**src/rtl/cfu_pkg.sv**
```systemverilog
// Shared types and constants for the descriptor flow decision unit.
// Assumes 2-bit control fields and 4-bit mask/value fields in the select word.
package cfu_pkg;
    typedef enum logic [1:0] {
        MODE_NEVER    = 2'd0,
        MODE_IF_MATCH = 2'd1,
        MODE_IF_MISS  = 2'd2,
        MODE_ALWAYS   = 2'd3
    } cfu_mode_e;

    localparam int COND_W   = 4;   // status bits taking part in the compare
    localparam int MASK_LSB = 16;  // position of the mask inside a select word
    localparam int VAL_LSB  = 0;   // position of the value inside a select word
    localparam int NFUNC    = 3;   // interrupt, branch, wait

    // function slots; slot f owns ctrl bits [2*(NFUNC-1-f)+1 : 2*(NFUNC-1-f)]
    localparam int F_IRQ  = 0;
    localparam int F_BR   = 1;
    localparam int F_WAIT = 2;
endpackage

```
**src/rtl/cfu_match.sv**
```systemverilog
// Masked condition compare: true when the masked status equals the masked value.
// Assumes mask and value already extracted from the select word.
module cfu_match #(
    parameter int COND_W = 4
) (
    input  logic [COND_W-1:0] stat_i,
    input  logic [COND_W-1:0] mask_i,
    input  logic [COND_W-1:0] val_i,
    output logic              hit_o
);
    // compare only the bits the mask enables
    always_comb begin
        hit_o = ((stat_i & mask_i) == (val_i & mask_i));
    end
endmodule

```
**src/rtl/cfu_resolve.sv**
```systemverilog
// Turns a 2-bit mode and a condition into a fire decision.
// Assumes the mode encoding of cfu_pkg.
module cfu_resolve
    import cfu_pkg::*;
(
    input  logic [1:0] mode_i,
    input  logic       hit_i,
    output logic       fire_o
);
    cfu_mode_e mode;

    // decode mode against the condition
    always_comb begin
        mode = cfu_mode_e'(mode_i);
        unique case (mode)
            MODE_NEVER:    fire_o = 1'b0;
            MODE_IF_MATCH: fire_o = hit_i;
            MODE_IF_MISS:  fire_o = !hit_i;
            MODE_ALWAYS:   fire_o = 1'b1;
            default:       fire_o = 1'b0;
        endcase
    end
endmodule

```
**src/rtl/cfu_ptr_next.sv**
```systemverilog
// Selects the next command pointer: hold, branch target, or sequential step.
// Assumes descriptors are DESC_BYTES apart in memory.
module cfu_ptr_next #(
    parameter int PTR_W      = 32,
    parameter int DESC_BYTES = 16
) (
    input  logic             hold_i,
    input  logic             take_i,
    input  logic [PTR_W-1:0] cur_i,
    input  logic [PTR_W-1:0] tgt_i,
    output logic [PTR_W-1:0] next_o
);
    localparam logic [PTR_W-1:0] STEP = PTR_W'(DESC_BYTES);

    // priority: hold keeps the pointer, then branch, else step forward
    always_comb begin
        if (hold_i)
            next_o = cur_i;
        else if (take_i)
            next_o = tgt_i;
        else
            next_o = cur_i + STEP;
    end
endmodule

```
**src/rtl/cond_flow_unit.sv**
```systemverilog
// Descriptor flow decision unit. On done_i it snapshots the control bits,
// device status, select words and pointers, and one cycle later presents the
// interrupt, wait and branch decisions with the next pointer.
// Assumes done_i is a single-cycle strobe; all outputs are registered.
module cond_flow_unit
    import cfu_pkg::*;
#(
    parameter int PTR_W      = 32,
    parameter int DESC_BYTES = 16,
    parameter int SEL_W      = 32,
    parameter int STAT_W     = 8
) (
    input  logic              clk,
    input  logic              rst_n,
    input  logic              done_i,
    input  logic [5:0]        ctrl_i,
    input  logic [STAT_W-1:0] dev_stat_i,
    input  logic [SEL_W-1:0]  irq_sel_i,
    input  logic [SEL_W-1:0]  br_sel_i,
    input  logic [SEL_W-1:0]  wait_sel_i,
    input  logic [PTR_W-1:0]  cur_ptr_i,
    input  logic [PTR_W-1:0]  br_addr_i,
    output logic              res_vld_o,
    output logic              wait_o,
    output logic              irq_o,
    output logic              adv_o,
    output logic              br_take_o,
    output logic              bt_set_o,
    output logic              bt_clr_o,
    output logic [PTR_W-1:0]  next_ptr_o
);
    logic [SEL_W-1:0] sel_w [NFUNC];
    logic [NFUNC-1:0] fire;
    logic [PTR_W-1:0] ptr_nxt;

    // gather select words by function slot
    always_comb begin
        sel_w[F_IRQ]  = irq_sel_i;
        sel_w[F_BR]   = br_sel_i;
        sel_w[F_WAIT] = wait_sel_i;
    end

    // one compare and one mode decoder per function
    for (genvar f = 0; f < NFUNC; f++) begin : g_func
        localparam int MLSB = 2 * (NFUNC - 1 - f);
        logic hit;

        cfu_match #(.COND_W(COND_W)) u_match (
            .stat_i (dev_stat_i[COND_W-1:0]),
            .mask_i (sel_w[f][MASK_LSB +: COND_W]),
            .val_i  (sel_w[f][VAL_LSB +: COND_W]),
            .hit_o  (hit)
        );

        cfu_resolve u_res (
            .mode_i (ctrl_i[MLSB +: 2]),
            .hit_i  (hit),
            .fire_o (fire[f])
        );
    end

    cfu_ptr_next #(.PTR_W(PTR_W), .DESC_BYTES(DESC_BYTES)) u_ptr (
        .hold_i (fire[F_WAIT]),
        .take_i (fire[F_BR]),
        .cur_i  (cur_ptr_i),
        .tgt_i  (br_addr_i),
        .next_o (ptr_nxt)
    );

    // held results: update only at the strobe snapshot
    always_ff @(posedge clk) begin
        if (!rst_n) begin
            wait_o     <= 1'b0;
            br_take_o  <= 1'b0;
            next_ptr_o <= '0;
        end else if (done_i) begin
            wait_o     <= fire[F_WAIT];
            br_take_o  <= fire[F_BR] && !fire[F_WAIT];
            next_ptr_o <= ptr_nxt;
        end
    end

    // single-cycle pulses following a strobe
    always_ff @(posedge clk) begin
        if (!rst_n) begin
            res_vld_o <= 1'b0;
            irq_o     <= 1'b0;
            adv_o     <= 1'b0;
            bt_set_o  <= 1'b0;
            bt_clr_o  <= 1'b0;
        end else begin
            res_vld_o <= done_i;
            irq_o     <= done_i && !fire[F_WAIT] && fire[F_IRQ];
            adv_o     <= done_i && !fire[F_WAIT];
            bt_set_o  <= done_i && !fire[F_WAIT] && fire[F_BR];
            bt_clr_o  <= done_i && !fire[F_WAIT] && !fire[F_BR];
        end
    end
endmodule

```
**config.mk**
```make
export PLATFORM = sky130hd
export DESIGN_NAME = cond_flow_unit
export DESIGN_NICKNAME = d
export VERILOG_FILES = /design/src/rtl/cfu_pkg.sv /design/src/rtl/cfu_match.sv /design/src/rtl/cfu_resolve.sv /design/src/rtl/cfu_ptr_next.sv /design/src/rtl/cond_flow_unit.sv
export SDC_FILE = /design/constraint.sdc
export NUM_CORES = 1
export LEC_CHECK = 0
export CORE_AREA = 2 2 83 85
export DETAILED_ROUTE_END_ITERATION = 7
export DIE_AREA = 0 0 85 87
export DONT_BUFFER_PORTS = 1
export PLACE_DENSITY = 0.61
export SLEW_MARGIN = 20
export SYNTH_ARGS = -nofsm -noshare
export SYNTH_HDL_FRONTEND = slang
export SYNTH_SLANG_ARGS = --single-unit
```
**constraint.sdc**
```tcl
create_clock -name clk -period 2.15 [get_ports clk]
set_input_delay 0.43 -clock clk [delete_from_list [all_inputs] [get_ports clk]]
set_output_delay 0.43 -clock clk [all_outputs]
set_load 0.05 [all_outputs]
```
### Yosys cells after proc, flatten, opt, wreduce, memory -nomap -nowiden

Index checks and enable logic that the tools add are counted.

* logic and storage cells: 45
* bits of input ports: 177
* bits in registers: 39

* $add $sub $neg: 1
* equality and inequality tests: 12
* bitwise gates (word level): 6
* reduce and logical (&&, ||, !) cells: 13
* multiplexer cells: 5

Operator list (number)
* two-way mux 32 bit: 2
* adder 32 x 5 -> 32 bit, second input constant: 1
* bitwise AND 4 bit: 6
* equality test 2 bit, second input constant: 6
* equality test 4 bit: 3
* one-hot mux 1 bit (4 select lines): 3
* equality test 2 x 1 -> 1 bit, second input constant: 3
* logical NOT 2 bit: 3
* logical AND 1 bit: 5
* logical NOT 1 bit: 5

### Longest topological paths before layout

Gate-level depths: netlist of the first run.

* depth in word-level cells: 7
* mapped depth: 8
* depth with buffers taken out: 7

### By module

From an unflattened synthesis of the first run, not the netlist that was laid out.

* cells, all modules: 324
* area, all modules: 2758.9 µm²

By module, submodules not included
* cond_flow_unit: seq. area each 780.7 µm², cells each 119, times used 1, area each 1452.6 µm²
* cfu_ptr_next: seq. area each 0.0 µm², cells each 184, times used 1, area each 1084.8 µm²
* cfu_match: seq. area each 0.0 µm², cells each 6, times used 3, area each 58.8 µm²
* cfu_resolve: seq. area each 0.0 µm², cells each 1, times used 3, area each 15.0 µm²

### Worst setup path before layout of the first run

Ideal clock, no wire load.

* path type: input to register
* start: in cur_ptr_i[4]
* end: reg next_ptr_o[26]
* cell stages on the path: 8
* library setup time: 117 ps
* arrival: 2045 ps
* path slack: -12 ps
* path through: ha_1 nand3_1 or4_1 buf_2 or2_1 nor4_1 o21ai_0 a32o_1

* longest elaborated chain between the ends: 3

RTL lines
* start, declared: line cond_flow_unit.sv:21 `input logic [PTR_W-1:0] cur_ptr_i,`
* adder 32 x 5 -> 32 bit: line cfu_ptr_next.sv:22 `next_o = cur_i + STEP;`
* two-way mux 32 bit: line cfu_ptr_next.sv:19 `else if (take_i)`
* two-way mux 32 bit: line cfu_ptr_next.sv:17 `if (hold_i)`
* end signal, assigned: line cond_flow_unit.sv:79 `next_ptr_o <= ptr_nxt;`
* end, declared: line cond_flow_unit.sv:30 `output logic [PTR_W-1:0] next_ptr_o`

No other way between the ends.
A chain may end at the register's enable or synchronous reset.

### Worst setup path after layout of the first run

Ends and elaborated chain as after synthesis.

==> run metrics, run 1 <==
status=completed; post-synthesis sequential area ratio=28.3%; DR WL/cell=approximately 21 µm; post-CTS setup buffer count=0; worst path cell trace=ha_1 -> nand3_2 -> or4_1 -> or2_1 -> nor4_1 -> o21ai_0 -> a32o_1; fraction of registers with async set or reset after synthesis=0%; min-delay src=done_i; Most used DFF post-synth=dfxtp_1; maxcap violations=0; WHS Path Cells=1; Vias/cell=approximately 6.6; row count=30; Synth Instances=approximately 360; Gate power share=22.7%; clk slew on worst S/H paths=~0.08 ns; number of synthesized flops with an enable pin=0; Pwr Density=between 700 and 800 mW/mm²; total track usage=between 20 and 30%; drt initial violations=232; Lkg Pwr=1.10 nW; reg2reg start=next_ptr_o[24]$_SDFFE_PN0P_; Die Y=~87 µm; Worst Skew=0 ns; CTS tree=built; initial cell density of the core=between 40 and 50%; Worst path max stage delay=0.52 ns; H-tree depth=2; Avg Cell Area, Syn=7.71 µm²; Syn Nets=536; worst relative slew slack=between 60% and 70%; Bufs on Longest Clock Path=2; final antenna-violating net count=0; Syn Std Cell Area=0.00276 mm²; number of I/O port buffers=0; # setup viols final=0; Top delay family on crit path=simple AND/OR/NAND/NOR gates; CTS buffer count=5; most frequent cells in the layout=39 x dfxtp_1, 25 x nand2_1, 24 x a21oi_1; fin. max-slew vios=0; largest net degree at the start of global routing=49; Netlist cell types=a little over 60; RSZ-0062 raised after global routing=false; Int Pwr=approximately 0.0014 W; synth warn=0; Root Driver=clkbuf_8; Area growth syn-to-layout=11.6%; met1 WL=approximately 3700 µm; R2R Setup Slk=0.96 ns; Pre-antenna DRT Iters=6; Hold Path End=next_ptr_o[27]$_SDFFE_PN0P_; # diodes=0; DP HPWL=around 7000 µm; total core area=roughly 0.0066 mm²; Sequential Power Share=47.6%; DR WL met3=1230 µm; vias in the first global route=about 2,800; Design Area, Final=0.00308 mm²; Final nets=540; final core utilization=a little under half; CP Class=primary input to register; R2R depth=2; crit path launch type=primary input; CP required=2.35 ns; via count=slightly below 3,000; I/O Pins=about 220; drt drc=0; GPL Wtd Cong=0.888; capturing point of the worst reg2reg path=next_ptr_o[24]$_SDFFE_PN0P_; full die area=0.00740 mm²; Design Power=roughly 0.0022 W; cts repair resizes=0; Worst setup EP type=register; crit-path max FO=4; Switch Pwr=0.000829 W; hold-fix buffers at CTS=0; layout cells sized above 1=12.4%; sw frac=~38%; Final period util=around 87%; Die X=about 85 µm; Fin. Hold Viols=0; total grt overflow=0; Critical Path Slowest Stage Cell=or4_1; clock share of power=29.7%; Min-Delay Path Class=primary input to register; critical path arrival=~2.1 ns; initial antenna violation count=0; first-pass GRT wire length=roughly 15,000 µm; highest routed layer=met4; Worst VDD drop=approximately 0.39 mV; Seq cells post-synth=39; clock sink count=39; Met2 Routed Length=between 4000 and 5000 µm; Max Fclk=0.533 GHz; commonest non-fill, non-tap cell in the layout=dfxtp_1; DP Area=a little under 0.003 mm²; clock period minus worst slack=1.87 ns; Buf/Inv on CP=0; worst skew pair latency=0.29 ns; WL final=about 9500 µm; Worst-Margin Slew=0.584 ns
==> worst reg2reg max path, cell delays in order (launching register included) <==
cell and delay (ns):
dfxtp_1 0.65, nor2_1 0.08, a2111oi_0 0.35
==> logic make-up (layout without fill, tap and decap cells) <==
logic type	Yosys count	in the layout	share of synthesized area, %
buffers and inverters	35	40	5.12
and+or+nand+nor	133	133	28.1
AOI/OAI and AO/OA	128	128	31.0
xor gates and xnor gates	20	20	6.35
DFF	39	39	28.3
muxes	2	2	0.725
adders and majority gates	1	1	0.453
==> worst max path at each step <==
| stage | start | end | slack, ns | cells after the start |
|---|---|---|---|---|
| 3_5_place_dp | cur_ptr_i[4] | next_ptr_o[26]$_SDFFE_PN0P_ | -0.02 | 7 |
| 6_report | cur_ptr_i[4] | next_ptr_o[26]$_SDFFE_PN0P_ | 0.28 | 7 |
| 5_1_grt | cur_ptr_i[4] | next_ptr_o[24]$_SDFFE_PN0P_ | 0.11 | 7 |
| 4_1_cts | cur_ptr_i[4] | next_ptr_o[26]$_SDFFE_PN0P_ | 0.28 | 7 |
| 3_3_place_gp | cur_ptr_i[4] | next_ptr_o[26]$_SDFFE_PN0P_ | -0.03 | 7 |
| 2_1_floorplan | cur_ptr_i[4] | next_ptr_o[26]$_SDFFE_PN0P_ | 0.02 | 8 |
==> through the flow <==
step	cells	TNS, ns	hold slack (ns)	worst slack, ns
final	443	0	0.231	0.275
after global routing	443	0	0.223	0.113
after CTS	443	0	0.221	0.284
after detailed placement	435	-0.0260	0.542	-0.0154
after global placement	435	-0.0418	0.538	-0.0328
after floorplan	358	0	0.569	0.0153
==> power by group through the flow <==
| stage | registers [W] | clock network [W] | logic [W] |
|---|---|---|---|
| final | 0.00105 | 0.000657 | 0.000502 |
| after CTS | 0.00105 | 0.000673 | 0.000500 |
| after global placement | 0.00107 | 0 | 0.000489 |
| after detailed placement | 0.00107 | 0 | 0.000498 |
| after floorplan | 0.00106 | 0 | 0.000363 |
| after global routing | 0.00106 | 0.000696 | 0.000556 |
==> area by class of cell <==
cell class | count | area (µm²)
Tap cell | 80 | 100
Fill cell | 652 | 3490
Clock buffer | 6 | 82.6
Timing Repair Buffer | 24 | 205
Multi-Input combinational cell | 284 | 1850
Inverter | 8 | 30.0
Clock inverter | 2 | 35.0
Sequential cell | 39 | 781
==> layer usage <==
metal / global-route usage [%] / vias to the layer above
met5: 0 / -
met4: 6.49 / 0
met3: 8.25 / 13
met2: 41.9 / 185
met1: 31.3 / 1339
li1: - / 1375
==> synthesized netlist by cell type (3+ instances only) <==
cell / instances / share of area (%)
a211o_1: 6 / 1.9
a21boi_0: 3 / 0.82
a21o_1: 4 / 1.1
a21oi_1: 24 / 4.4
a22o_1: 3 / 0.95
a22oi_1: 4 / 1.1
a31oi_1: 15 / 3.4
a32o_1: 3 / 1.1
and3_1: 8 / 1.8
clkbuf_1: 23 / 3.1
dfxtp_1: 39 / 28
inv_1: 7 / 0.95
nand2_1: 25 / 3.4
nand3_1: 23 / 4.2
nand3b_1: 8 / 2.2
nand4_1: 6 / 1.4
nor2_1: 17 / 2.3
nor2b_1: 4 / 0.91
nor3_1: 9 / 1.6
nor4_1: 11 / 2.5
o211ai_1: 16 / 4.4
o21ai_0: 19 / 3.4
o21ai_1: 9 / 1.6
o21bai_1: 3 / 0.82
o31ai_1: 5 / 1.4
xnor2_1: 7 / 2.2
xor2_1: 13 / 4.1
==> sequential cells by signal, indices dropped and copies added, names as in the netlist <==
name,cells
irq_o,1
br_take_o,1
bt_clr_o,1
res_vld_o,1
wait_o,1
adv_o,1
bt_set_o,1
next_ptr_o,32
Power figures use the tool's default switching activity.
==> run 2: changes to the inputs <==
CORE_AREA = 2 2 84 86   (was 2 2 83 85)
DIE_AREA = 0 0 86 88   (was 0 0 85 87)
PLACE_DENSITY = 0.58   (was 0.61)
clock period = 2.4 ns   (was 2.15 ns; I/O delays follow)
==> run metrics, run 2 (synthesis gave the netlist of run 1 again) <==
status=completed; sw frac=38.9% (+1.4 points); hold-fix buffers at CTS=0 (unchanged); R2R Setup Slk=1.20 ns (+0.24 ns); crit path from=cur_ptr_i[4]; clock period minus worst slack=2.04 ns; DR WL/cell=21.7 µm (+1.6%); CP required=2.59 ns (+0.24 ns); final antenna-violating net count=0 (unchanged); Worst Skew=0 ns (unchanged); Die X=86 µm (+1.2%); Final nets=538 (-0.37%); Worst-Margin Slew=0.569 ns (-0.0151 ns); worst skew pair latency=0.29 ns (about the same); Final period util=84.9%; drt drc=0 (unchanged); R2R depth=2 (unchanged); Area growth syn-to-layout=9.79%; Pre-antenna DRT Iters=4 (-2); CTS tree=built; CTS buffer count=5 (unchanged); H-tree depth=2 (unchanged); I/O Pins=216 (unchanged); Worst VDD drop=0.214 mV (-45%); Sequential Power Share=49.8% (+2.2 points); critical path arrival=2.23 ns (+0.16 ns); WL final=9570 µm (+1.2%); Fin. Hold Viols=0 (unchanged); capturing point of the worst reg2reg path=next_ptr_o[24]$_SDFFE_PN0P_; crit path launch type=primary input; via count=2,908 (-0.14%); crit-path max FO=5 (+1); total core area=0.00664 mm² (+1.1%); cts repair resizes=0 (unchanged); Setup Total Neg Slack=0 ns (unchanged); most frequent cells in the layout=39 x dfxtp_1, 25 x nand2_1, 24 x a21oi_1; vias in the first global route=2,795 (+1.5%); drt initial violations=196 (-16%); commonest non-fill, non-tap cell in the layout=dfxtp_1; Worst setup EP type=register; total track usage=25.3% (+0.15 points); total grt overflow=0 (unchanged); Max Fclk=slightly below 0.5 GHz; fin. max-slew vios=0 (unchanged); GPL Wtd Cong=0.873 (-1.6%); CP Class=primary input to register; post-CTS setup buffer count=0 (unchanged); initial cell density of the core=41.5% (-0.47 points); clock sink count=39 (unchanged); layout cells sized above 1=11.4% (-1.0 points); clk slew on worst S/H paths=0.08 ns (about the same); largest net degree at the start of global routing=49 (unchanged); RSZ-0062 raised after global routing=false; clock share of power=26.9% (-2.8 points); max reg flops=32 (unchanged); final core utilization=45.6% (-1.3 points); full die area=0.00757 mm² (+2.3%); worst relative slew slack=62.0% (+1.0 points); Pwr Density=625 mW/mm² (-13%); worst setup path end=next_ptr_o[26]$_SDFFE_PN0P_; row count=30 (unchanged); Bufs on Longest Clock Path=2 (unchanged); Int Pwr=0.00116 W (-16%); Vias/cell=6.59 (+0.32%); number of I/O port buffers=0 (unchanged); # diodes=0 (unchanged); Root Driver=clkbuf_8; Filler cells=672 (+3.1%); Die Y=88 µm (+1.1%); DP HPWL=7090 µm (+1.0%); first-pass GRT wire length=15,000 µm (+1.1%); Gate power share=23.3% (+0.6 points); initial antenna violation count=0 (unchanged); Switch Pwr=0.000736 W (-11%); Lkg Pwr=1.07 nW (-2.2%); maxcap violations=0 (unchanged); Min-Delay Path Class=primary input to register; reg2reg start=next_ptr_o[24]$_SDFFE_PN0P_; Reg with most FFs=next_ptr_o; # setup viols final=0 (unchanged)
-- run 2: cell types whose count changed in the layout (fill, tap and decap cells not counted), sizes merged --
cell / before / now
clkinv: 1 / 0
bufinv: 1 / 0
clkbuf: 6 / 8
buf: 24 / 22
-- run 2: stage by stage --
stage | worst slack [ns] | hold WS (ns) | instances | cell area (µm²) | power (W)
after global routing | 0.167 | 0.271 | 441 | 3030 | 0.00200
final | 0.362 | 0.291 | 441 | 3030 | 0.00189
after floorplan | 0.188 | 0.619 | 358 | 2760 | 0.00127
after global placement | 0.0525 | 0.588 | 433 | 2930 | 0.00139
after detailed placement | 0.0770 | 0.592 | 433 | 2930 | 0.00140
after CTS | 0.384 | 0.273 | 441 | 3030 | 0.00191
-- run 2: power by group through the flow --
stage / Sequential, W / Combinational (W) / Clock (W)
final: 0.000944 / 0.000441 / 0.000509
after global routing: 0.000951 / 0.000490 / 0.000561
after CTS: 0.000944 / 0.000441 / 0.000526
after detailed placement: 0.000960 / 0.000438 / 0
after global placement: 0.000959 / 0.000431 / 0
after floorplan: 0.000947 / 0.000325 / 0
-- run 2: worst min path at each step --
stage | start | endpoint | slack [ns] | cells past startpoint
after global placement | done_i | next_ptr_o[27]$_SDFFE_PN0P_ | 0.59 | 1
after global routing | done_i | next_ptr_o[31]$_SDFFE_PN0P_ | 0.27 | 1
after floorplan | rst_n | next_ptr_o[19]$_SDFFE_PN0P_ | 0.62 | 1
final | done_i | next_ptr_o[30]$_SDFFE_PN0P_ | 0.29 | 1
after CTS | done_i | next_ptr_o[29]$_SDFFE_PN0P_ | 0.27 | 1
after detailed placement | done_i | next_ptr_o[0]$_SDFFE_PN0P_ | 0.59 | 1
-- run 2: layout make-up --
cell class	instances	area (µm²)	share of cell area (%)
well taps	80	100	3.30
repair buffers	22	178	5.86
clock buffers	8	100	3.30
multi-input cells	284	1840	60.8
flip-flops and latches	39	781	25.8
inverters	8	30.0	0.991
-- run 2: layer usage --
| metal | share of wire, % | wire length [µm] | global-route usage, % |
|---|---|---|---|
| met3 | 11 | 1080 | 8.01 |
| met2 | 48 | 4570 | 42.1 |
| met5 | 0 | 0 | 0 |
| met1 | 40 | 3840 | 32.5 |
| met4 | 0.80 | 77 | 4.47 |
-- run 2: critical path: stages --
cell and delay, ns:
ha_1 0.17, nand3_1 0.13, or4_1 0.57, or2_1 0.33, nor4_1 0.16, o21ai_0 0.11, a32o_1 0.28
==> run 3: changes to the inputs <==
clock period = 1.95 ns   (was 2.4 ns; I/O delays follow)
==> run metrics, run 3 (synthesis gave the netlist of run 1 again) <==
Worst path max stage delay=0.35 ns (-0.22 ns); hold slack final=0.196 ns (-0.0945 ns); reg2reg start=next_ptr_o[19]$_SDFFE_PN0P_; DR WL/cell=21.4 µm (-1.6%); # diodes=0 (unchanged); Design Power=0.00237 W (+25%); row count=30 (unchanged); vias in the first global route=2,782 (-0.47%); CP required=2.14 ns (-0.45 ns); worst path cell trace=xor2_1 -> a22oi_1 -> and3_1 -> buf_4 -> nor2_2 -> buf_4 -> o21bai_1 -> a2111oi_1; Worst VDD drop=0.361 mV (+69%); CP Class=primary input to register; clock sink count=39 (unchanged); post-CTS setup buffer count=0 (unchanged); largest net degree at the start of global routing=49 (unchanged); I/O Pins=216 (unchanged); crit path from=dev_stat_i[3]; final antenna-violating net count=0 (unchanged); full die area=0.00757 mm² (unchanged); initial antenna violation count=0 (unchanged); critical path arrival=1.94 ns (-0.29 ns); Worst setup EP type=register; commonest non-fill, non-tap cell in the layout=dfxtp_1; Area growth syn-to-layout=16.0%; Setup Total Neg Slack=0 ns (unchanged); Lkg Pwr=1.15 nW (+7.3%); Final nets=548 (+1.9%); Die Y=88 µm (unchanged); maxcap violations=0 (unchanged); crit path launch type=primary input; Bufs on Longest Clock Path=2 (unchanged); Buf/Inv on CP=2 (+2); worst skew pair latency=0.29 ns (about the same); Max Fclk=0.571 GHz; Min-Delay Path Class=primary input to register; clock period minus worst slack=1.75 ns; Finished Layout Cells=451 (+2.3%); GPL Wtd Cong=0.861 (-1.4%); Pwr Density=740 mW/mm² (+19%); H-tree depth=2 (unchanged); CTS tree=built; via count=2,882 (-0.89%); Critical Path Slowest Stage Cell=a2111oi_1; Top delay family on crit path=compound AO/OA/AOI/OAI gates; crit-path max FO=6 (+1); Die X=86 µm (unchanged); initial cell density of the core=41.5% (unchanged); # setup viols final=0 (unchanged); DP HPWL=7210 µm (+1.7%); most frequent CP cell=buf_4; Worst Skew=0 ns (unchanged); drt drc=0 (unchanged); most frequent cells in the layout=39 x dfxtp_1, 28 x buf_4, 25 x nand2_1; Final period util=89.8%; placed cells=443 (+2.3%); Fin. Hold Viols=0 (unchanged); RSZ-0062 raised after global routing=false; Reg with most FFs=next_ptr_o; number of I/O port buffers=0 (unchanged); total track usage=25.3% (about the same); total grt overflow=0 (unchanged); Root Driver=clkbuf_8; total core area=0.00664 mm² (unchanged); Pre-antenna DRT Iters=4 (unchanged); CTS buffer count=5 (unchanged); min-delay src=done_i; worst relative slew slack=62.7% (+0.68 points); status=completed; layout cells sized above 1=15.4% (+4.0 points); drt initial violations=172 (-12%); Worst-Margin Slew=0.559 ns (-0.0102 ns); WL final=9630 µm (+0.65%); clk slew on worst S/H paths=0.08 ns (about the same); fin. max-slew vios=0 (unchanged); Vias/cell=6.39 (-3.1%); first-pass GRT wire length=14,900 µm (-0.87%); max reg flops=32 (unchanged)
run 3: final cells by class:
cell class	count	area [µm²]
fillers	663	3440
multi-input cells	284	1900
flip-flops and latches	39	781
repair buffers	32	290
well taps	80	100
clock buffers	7	96.3
inverters	8	30.0
clock inverters	1	7.51
run 3: worst reg2reg max path, stage by stage, from the launching register on:
cell and delay (ns):
dfxtp_1 0.50, nor2b_1 0.23, a221o_1 0.34
run 3: worst paths after layout:
kind,slack (ns),cells after the start,endpoint
hold reg to reg,0.71,2,next_ptr_o[9]$_SDFFE_PN0P_
hold / removal,0.20,1,next_ptr_o[21]$_SDFFE_PN0P_
setup reg to reg,0.77,2,next_ptr_o[19]$_SDFFE_PN0P_
setup / recovery,0.20,8,next_ptr_o[24]$_SDFFE_PN0P_
run 3: routing by layer:
metal  part of all wire [%]  track usage, %  vias up
li1                       -               -     1400
met1                     41            31.7     1341
met2                     47            41.9      136
met3                     11            8.95        5
met4                   0.63            5.48        0
met5                      0               0        -
run 3: repair_timing:
action                                  in CTS  in global routing
hold buffers                                 0                  0
resized for setup                            0                  1
hold endpoints to repair                     0                  0
endpoints found under the setup margin       0                  1
run 3: power breakdown:
part / leakage (nW) / total [W] / internal (W) / switching (W)
combinational: 0.780 / 0.000581 / 0.000266 / 0.000316
sequential: 0.323 / 0.00116 / 0.000867 / 0.000294
clock: 0.0505 / 0.000629 / 0.000322 / 0.000307
run 3: stage by stage:
step                util, %  setup slack, ns  instance area [µm²]
floorplan                 -          -0.0968                 2820
global placement       46.6          -0.0626                 3100
detailed placement     46.6          -0.0995                 3100
CTS                    48.2            0.214                 3200
global route           48.2          0.00969                 3200
finish                 48.2            0.198                 3200
